**src/rtl/rvm_pkg.sv**
```systemverilog
package rvm_pkg;
  localparam int XLEN = 32;
  localparam int RF_FIELD_W = 5;

  localparam logic [6:0] OPC_LUI   = 7'b0110111;
  localparam logic [6:0] OPC_IMM   = 7'b0010011;
  localparam logic [6:0] OPC_REG   = 7'b0110011;
  localparam logic [6:0] OPC_LOAD  = 7'b0000011;
  localparam logic [6:0] OPC_STORE = 7'b0100011;
  localparam logic [6:0] OPC_BR    = 7'b1100011;
  localparam logic [6:0] OPC_JAL   = 7'b1101111;
  localparam logic [6:0] OPC_SYS   = 7'b1110011;
  localparam logic [31:0] STOP_WORD = 32'h0010_0073;

  typedef enum logic [3:0] {
    OP_ILL, OP_LUI, OP_ADDI, OP_ADD, OP_SUB, OP_AND, OP_OR, OP_XOR,
    OP_LW, OP_SW, OP_BEQ, OP_BNE, OP_JAL, OP_STOP
  } op_e;

  typedef struct packed {
    op_e                   op;
    logic [RF_FIELD_W-1:0] rd;
    logic [RF_FIELD_W-1:0] rs1;
    logic [RF_FIELD_W-1:0] rs2;
    logic [XLEN-1:0]       imm;
  } dec_t;
endpackage

```
**src/rtl/rvm_decode.sv**
```systemverilog
module rvm_decode
  import rvm_pkg::*;
(
  input  logic [XLEN-1:0] insn,
  output dec_t            dec
);
  logic [2:0] f3;
  logic [6:0] f7;

  assign f3 = insn[14:12];
  assign f7 = insn[31:25];

  always_comb begin
    dec     = '0;
    dec.op  = OP_ILL;
    dec.rd  = insn[11:7];
    dec.rs1 = insn[19:15];
    dec.rs2 = insn[24:20];
    case (insn[6:0])
      OPC_LUI: begin
        dec.op  = OP_LUI;
        dec.imm = {insn[31:12], 12'b0};
      end
      OPC_IMM: begin
        dec.imm = {{20{insn[31]}}, insn[31:20]};
        if (f3 == 3'b000) dec.op = OP_ADDI;
      end
      OPC_REG: begin
        if (f7 == 7'h00) begin
          case (f3)
            3'b000:  dec.op = OP_ADD;
            3'b100:  dec.op = OP_XOR;
            3'b110:  dec.op = OP_OR;
            3'b111:  dec.op = OP_AND;
            default: dec.op = OP_ILL;
          endcase
        end else if (f7 == 7'h20 && f3 == 3'b000) begin
          dec.op = OP_SUB;
        end
      end
      OPC_LOAD: begin
        dec.imm = {{20{insn[31]}}, insn[31:20]};
        if (f3 == 3'b010) dec.op = OP_LW;
      end
      OPC_STORE: begin
        dec.imm = {{20{insn[31]}}, insn[31:25], insn[11:7]};
        if (f3 == 3'b010) dec.op = OP_SW;
      end
      OPC_BR: begin
        dec.imm = {{19{insn[31]}}, insn[31], insn[7], insn[30:25], insn[11:8], 1'b0};
        if (f3 == 3'b000) dec.op = OP_BEQ;
        else if (f3 == 3'b001) dec.op = OP_BNE;
      end
      OPC_JAL: begin
        dec.op  = OP_JAL;
        dec.imm = {{11{insn[31]}}, insn[31], insn[19:12], insn[20], insn[30:21], 1'b0};
      end
      OPC_SYS: begin
        if (insn == STOP_WORD) dec.op = OP_STOP;
      end
      default: dec.op = OP_ILL;
    endcase
  end

  always_comb begin
    if (insn == STOP_WORD)
      AST_STOP_WORD_DECODES: assert (dec.op == OP_STOP);
    if (insn[6:0] == OPC_REG && f7 != 7'h00 && f7 != 7'h20)
      AST_BAD_FUNCT7_ILLEGAL: assert (dec.op == OP_ILL);
  end
endmodule

```
**src/rtl/rvm_regfile.sv**
```systemverilog
module rvm_regfile #(
  parameter int NREG = 32,
  parameter int W    = 32,
  localparam int AW  = $clog2(NREG)
) (
  input  logic          clk,
  input  logic          we,
  input  logic [AW-1:0] wa,
  input  logic [W-1:0]  wd,
  input  logic [AW-1:0] ra1,
  input  logic [AW-1:0] ra2,
  output logic [W-1:0]  rd1,
  output logic [W-1:0]  rd2
);
  logic [W-1:0] bank [NREG];

  always_ff @(posedge clk) begin
    if (we && wa != '0) bank[wa] <= wd;
  end

  assign rd1 = (ra1 == '0) ? '0 : bank[ra1];
  assign rd2 = (ra2 == '0) ? '0 : bank[ra2];
endmodule

```
**src/rtl/rvm_alu.sv**
```systemverilog
module rvm_alu
  import rvm_pkg::*;
(
  input  op_e             op,
  input  logic [XLEN-1:0] a,
  input  logic [XLEN-1:0] b,
  output logic [XLEN-1:0] y
);
  always_comb begin
    case (op)
      OP_LUI:  y = b;
      OP_SUB:  y = a - b;
      OP_AND:  y = a & b;
      OP_OR:   y = a | b;
      OP_XOR:  y = a ^ b;
      default: y = a + b;
    endcase
  end
endmodule

```
**src/rtl/rvm_core.sv**
```systemverilog
module rvm_core
  import rvm_pkg::*;
#(
  parameter logic [31:0] RESET_PC = 32'h0,
  parameter int          NREG     = 32
) (
  input  logic        clk,
  input  logic        rst_n,
  output logic [31:0] fetch_addr,
  input  logic [31:0] fetch_word,
  output logic [31:0] mem_addr,
  output logic [31:0] mem_wdata,
  output logic        mem_wen,
  input  logic [31:0] mem_rdata,
  output logic        halted,
  output logic        fault
);
  localparam int RA_W = $clog2(NREG);

  logic [XLEN-1:0] pc_q;
  logic            halt_q, fault_q;
  dec_t            dec;
  logic [XLEN-1:0] rs1v, rs2v, alu_b, alu_y, target, link, wb_data, pc_next;
  logic            run, reg_src, writes_rd, is_mem, eq, taken;
  logic            mis_mem, mis_tgt, trap_now, stop_now, commit;

  rvm_decode u_dec (.insn(fetch_word), .dec(dec));

  rvm_regfile #(.NREG(NREG), .W(XLEN)) u_rf (
    .clk (clk),
    .we  (commit && writes_rd),
    .wa  (dec.rd[RA_W-1:0]),
    .wd  (wb_data),
    .ra1 (dec.rs1[RA_W-1:0]),
    .ra2 (dec.rs2[RA_W-1:0]),
    .rd1 (rs1v),
    .rd2 (rs2v)
  );

  assign reg_src = dec.op inside {OP_ADD, OP_SUB, OP_AND, OP_OR, OP_XOR};
  assign alu_b   = reg_src ? rs2v : dec.imm;

  rvm_alu u_alu (.op(dec.op), .a(rs1v), .b(alu_b), .y(alu_y));

  assign run       = rst_n && !halt_q && !fault_q;
  assign writes_rd = dec.op inside {OP_LUI, OP_ADDI, OP_ADD, OP_SUB, OP_AND,
                                    OP_OR, OP_XOR, OP_LW, OP_JAL};
  assign is_mem    = dec.op inside {OP_LW, OP_SW};
  assign eq        = (rs1v == rs2v);
  assign taken     = (dec.op == OP_JAL) || (dec.op == OP_BEQ && eq) ||
                     (dec.op == OP_BNE && !eq);
  assign target    = pc_q + dec.imm;
  assign link      = pc_q + 32'd4;
  assign pc_next   = taken ? target : link;

  assign mis_mem  = is_mem && (alu_y[1:0] != 2'b00);
  assign mis_tgt  = taken && (target[1:0] != 2'b00);
  assign trap_now = run && (dec.op == OP_ILL || mis_mem || mis_tgt);
  assign stop_now = run && (dec.op == OP_STOP);
  assign commit   = run && !trap_now && !stop_now;

  always_comb begin
    case (dec.op)
      OP_LW:   wb_data = mem_rdata;
      OP_JAL:  wb_data = link;
      default: wb_data = alu_y;
    endcase
  end

  assign mem_addr   = alu_y;
  assign mem_wdata  = rs2v;
  assign mem_wen    = commit && (dec.op == OP_SW);
  assign fetch_addr = pc_q;
  assign halted     = halt_q;
  assign fault      = fault_q;

  always_ff @(posedge clk) begin
    if (!rst_n) begin
      pc_q    <= RESET_PC;
      halt_q  <= 1'b0;
      fault_q <= 1'b0;
    end else begin
      if (commit)   pc_q    <= pc_next;
      if (stop_now) halt_q  <= 1'b1;
      if (trap_now) fault_q <= 1'b1;
    end
  end

  always @(posedge clk) begin
    if (!rst_n) AST_NO_STORE_IN_RESET: assert (!mem_wen);
  end

  AST_PC_FROZEN: assert property (@(posedge clk) disable iff (!rst_n)
    (halt_q || fault_q) |=> $stable(pc_q));
  AST_HALT_STICKY: assert property (@(posedge clk) disable iff (!rst_n)
    halt_q |=> halt_q);
  AST_FAULT_STICKY: assert property (@(posedge clk) disable iff (!rst_n)
    fault_q |=> fault_q);
  AST_STOP_WORD_HALTS: assert property (@(posedge clk) disable iff (!rst_n)
    (run && fetch_word == STOP_WORD) |=> (halt_q && $stable(pc_q)));
  AST_STORE_ALIGNED: assert property (@(posedge clk) disable iff (!rst_n)
    mem_wen |-> (mem_addr[1:0] == 2'b00));
  AST_FETCH_ALIGNED: assert property (@(posedge clk) disable iff (!rst_n)
    fetch_addr[1:0] == 2'b00);
endmodule

```
**config.mk**
```make
export PLATFORM = sky130hd
export DESIGN_NAME = rvm_core
export DESIGN_NICKNAME = d
export VERILOG_FILES = /design/src/rtl/rvm_pkg.sv /design/src/rtl/rvm_decode.sv /design/src/rtl/rvm_regfile.sv /design/src/rtl/rvm_alu.sv /design/src/rtl/rvm_core.sv
export SDC_FILE = /design/constraint.sdc
export NUM_CORES = 2
export LEC_CHECK = 0
export BUFFER_PORTS_ARGS = -buffer_cell sky130_fd_sc_hd__buf_2
export CORE_ASPECT_RATIO = 1.2
export CORE_MARGIN = 3
export CORE_UTILIZATION = 50
export DETAILED_ROUTE_END_ITERATION = 8
export GPL_TIMING_DRIVEN = 0
export PLACE_DENSITY = 0.66
export SYNTH_ARGS = -nofsm -noshare
export SYNTH_HDL_FRONTEND = slang
export SYNTH_SLANG_ARGS = --single-unit
```
**constraint.sdc**
```tcl
create_clock -name clk -period 9.6 [get_ports clk]
set_input_delay 0.96 -clock clk [delete_from_list [all_inputs] [get_ports clk]]
set_output_delay 0.96 -clock clk [all_outputs]
set_load 0.02 [all_outputs]
```
==> impl_metrics.tcl <==
set metrics [dict create \
    edff_count_synth 1024 \
    path_common_cell "a21o_1" \
    dpl.hpwl_mm 191.6 \
    core_ar_um2 113000 \
    synthCells 3668 \
    syn-cell-area_um2 57070 \
    drive_above_1_share_pct 28.62 \
    start_util_pct 50.50 \
    stdcell_area_um2 65440 \
    grt_pass1_wl_mm 353.9 \
    port-buffer-count 156 \
    ranking_of_synthesized_cells_by_instance_count "1024 x edfxtp_1, 499 x mux4_2, 174 x nand2_1, 151 x nor2_1, 149 x a21oi_1" \
    async_flop_share_pct 0 \
    finalCoreUtilization_pct 57.91 \
    synth_top_area_cell "edfxtp_1" \
    largest_net_degree_at_the_start_of_global_routing 33 \
    floorplan.die_area_um2 118200 \
    setup.worst_path.class "input pin to output pin" \
    critPathTopFamily "compound AO/OA/AOI/OAI gates" \
    cts_made_buffers 104 \
    final_period_minus_worst_setup_slack_ps 9637 \
    p_leak_nw 22.70 \
    finalHoldViolCount 0 \
    setup_viol_count_final 3 \
    worstPathMaxFanout 10 \
    cp_data_required_time_ps 8640 \
    nFillCells 8639 \
    synth.lib_cells_used.distinct 91 \
    clock_insertion_delay_worst_skew_ps 770 \
    synth-seq-cells 1058 \
    timing_max_transition_violations_final 147 \
    post_synth_main_area_contributors "edfxtp_1 54%, mux4_2 20%, ha_1 2.8%" \
    critPathLaunchType "input pin" \
    timing.clock.skew_ps 48.79 \
    dr.pass1.iters 9 \
    end_kind "output pin" \
    syn-mean-instance-area_um2 15.56 \
    pin_count 165 \
    finalNetCount 4238 \
    tritoncts "yes" \
    cts-root-buf "clkbuf_16" \
    rsz_0062_raised_after_global_routing "yes" \
    floorplan.die.width_um 314.4 \
    synthDominantCellAreaShare_pct 53.88 \
    clock_tree.buffer_depth 3 \
    area_growth_synth_to_finish_pct 14.67 \
    timing.final.ws_setup_ps -36.89 \
    htreeDepth 3 \
    antenna_left 0 \
    route.vias.total 43496 \
    crit_arrival_ps 8680 \
    grt_antenna_before_repair 24 \
    drc 0 \
    maxCapViolations 12 \
    wl_per_cell_um 47.17 \
    min_delay_worst_type "flip-flop to flip-flop" \
    chipHeight_um 376.1 \
    max_slew.worst_pin.slew_ps 1643 \
    top_achievable_clock_speed_ghz 0.1038 \
    setup_tns_ps -96.37 \
    crit_path_top_delay_cell "clkdlybuf4s15_2" \
    dp.cells 5433 \
    finalWirelength_mm 267.0 \
    grt.total_usage_pct 45.17 \
    drt-vias-per-instance 7.685 \
    placed_cell_area_um2 61530 \
    overflow 0 \
    final_cells 5660 \
    initialDrtViolationCount 8151 \
    fp-row-count 135 \
    slew_headroom_pct -12.36 \
    yosysSeqAreaShare_pct 55.08 \
    failed_checks "max-capacitance violations, max-slew violations, negative setup slack" \
    critical_path_buf_inv_count 7 \
    vdd_drop_max_v 0.0001465 \
    cts.sinks 1058 \
    grt_pass1_vias 41408 \
    cellPowerDensity_nw_per_um2 201.5 \
    yosys_most_used_dff "edfxtp_1" \
    clk_pin_slew_ps 70 \
    yosysWarningCount 0 \
    final.period_utilization_pct 100.4 \
    yosys.cell_count.top_type "edfxtp_1" \
    run_status "finished with violations" \
    timing.critical_path.slowest_cell_delay_ps 810 \
    globalplace.congestion 1.052 \
]
-- logic make-up after synthesis --
family	Yosys count	share of synthesized area [%]
AND/OR/NAND/NOR	619	5.380
other	1	0.006571
multiplexers	664	22.64
buffers and inverters	357	3.159
flip-flops	1058	55.08
adder cells (fa/ha/maj)	130	2.877
AO/OA/AOI/OAI	693	8.619
XOR/XNOR	146	2.241
-- cell usage in the layout (no fill, tap or decap), types with 24 or more instances in the layout --
master        n
buf_2       202
clkbuf_1    105
mux2_2       24
o22ai_1      37
nand4_1      34
nor2_4       31
nor2_1      116
buf_4        60
edfxtp_1   1024
a22o_1       27
buf_12       48
mux4_2      499
buf_6        34
conb_1       32
dfxtp_1      34
clkbuf_16   106
o21ai_0      72
xnor2_1      85
mux2i_1     140
inv_1        99
nand2_1     170
and3_1       28
diode_2      26
nand3_1      67
a211oi_1     28
a21o_1       57
xor2_1       60
a22oi_1      80
ha_1        128
a21oi_1     144
-- worst paths after layout --
kind / startpoint / to / slack [ps] / cells after the start
setup / recovery: fetch_word[24] / mem_addr[31] / -40 / 28
setup reg to reg: u_rf.bank[9][15] / u_rf.bank[14][27] / 1500 / 23
hold reg to reg: halted / halted / 530 / 2
hold / removal: halted / halted / 530 / 2
-- through the flow --
step           total power, mW  hold slack (ps)  setup WS [ps]
2_1_floorplan            7.519            576.5           1220
3_3_place_gp             8.737            507.5          -5848
3_5_place_dp             8.782            515.6          -3510
4_1_cts                  12.90            524.5          6.098
5_1_grt                  13.34            569.7         -72.09
6_report                 13.19            528.5         -36.89
-- worst min-delay path: cells and delay by family (launching register included) --
kind | cells | cell delay (ps)
flip-flops | 1 | 340
AND/OR/NAND/NOR | 2 | 150
-- area by class of cell --
type	count	area, µm²	share of cell area (%)
antenna	26	65.06	0.09943
buffer	254	1533	2.342
clock buffer	123	2716	4.151
clock inverter	68	678.2	1.036
inverter	100	375.4	0.5736
multi-input combinational	2284	24430	37.34
sequential	1058	31430	48.03
tap	1507	1886	2.882
timing repair buffer	240	2320	3.545
-- state kept, by name, summed over array words and instances, names as in the netlist --
name and cells:
fetch_addr 32, halted 1, fault 1, u_rf.bank 1024
-- power breakdown --
group | internal, mW | switching (mW) | leakage (nW)
combinational | 0.754 | 2.26 | 11.5
clock | 2.35 | 1.89 | 1.67
sequential | 5.91 | 0.0216 | 9.50
total | 9.01 | 4.17 | 22.7
-- metal layers --
metal | up-vias | part of all wire [%] | GRT usage, %
li1 | 15911 | - | -
met1 | 21594 | 29 | 49.82
met2 | 4537 | 44 | 66.84
met3 | 1440 | 15 | 18.61
met4 | 14 | 12 | 40.51
met5 | - | 0.032 | 0.1653
-- repair_timing --
action / 4_1_cts / 5_1_grt
hold endpoints to repair: 0 / 0
buffers inserted: 3 / 7
hold buffers: 0 / 0
pin swaps: 6 / 3
gates cloned: 0 / 0
gates resized for setup: 59 / 42
endpoints found under the setup margin: 1857 / 175
(Power assumes the default switching activity.)
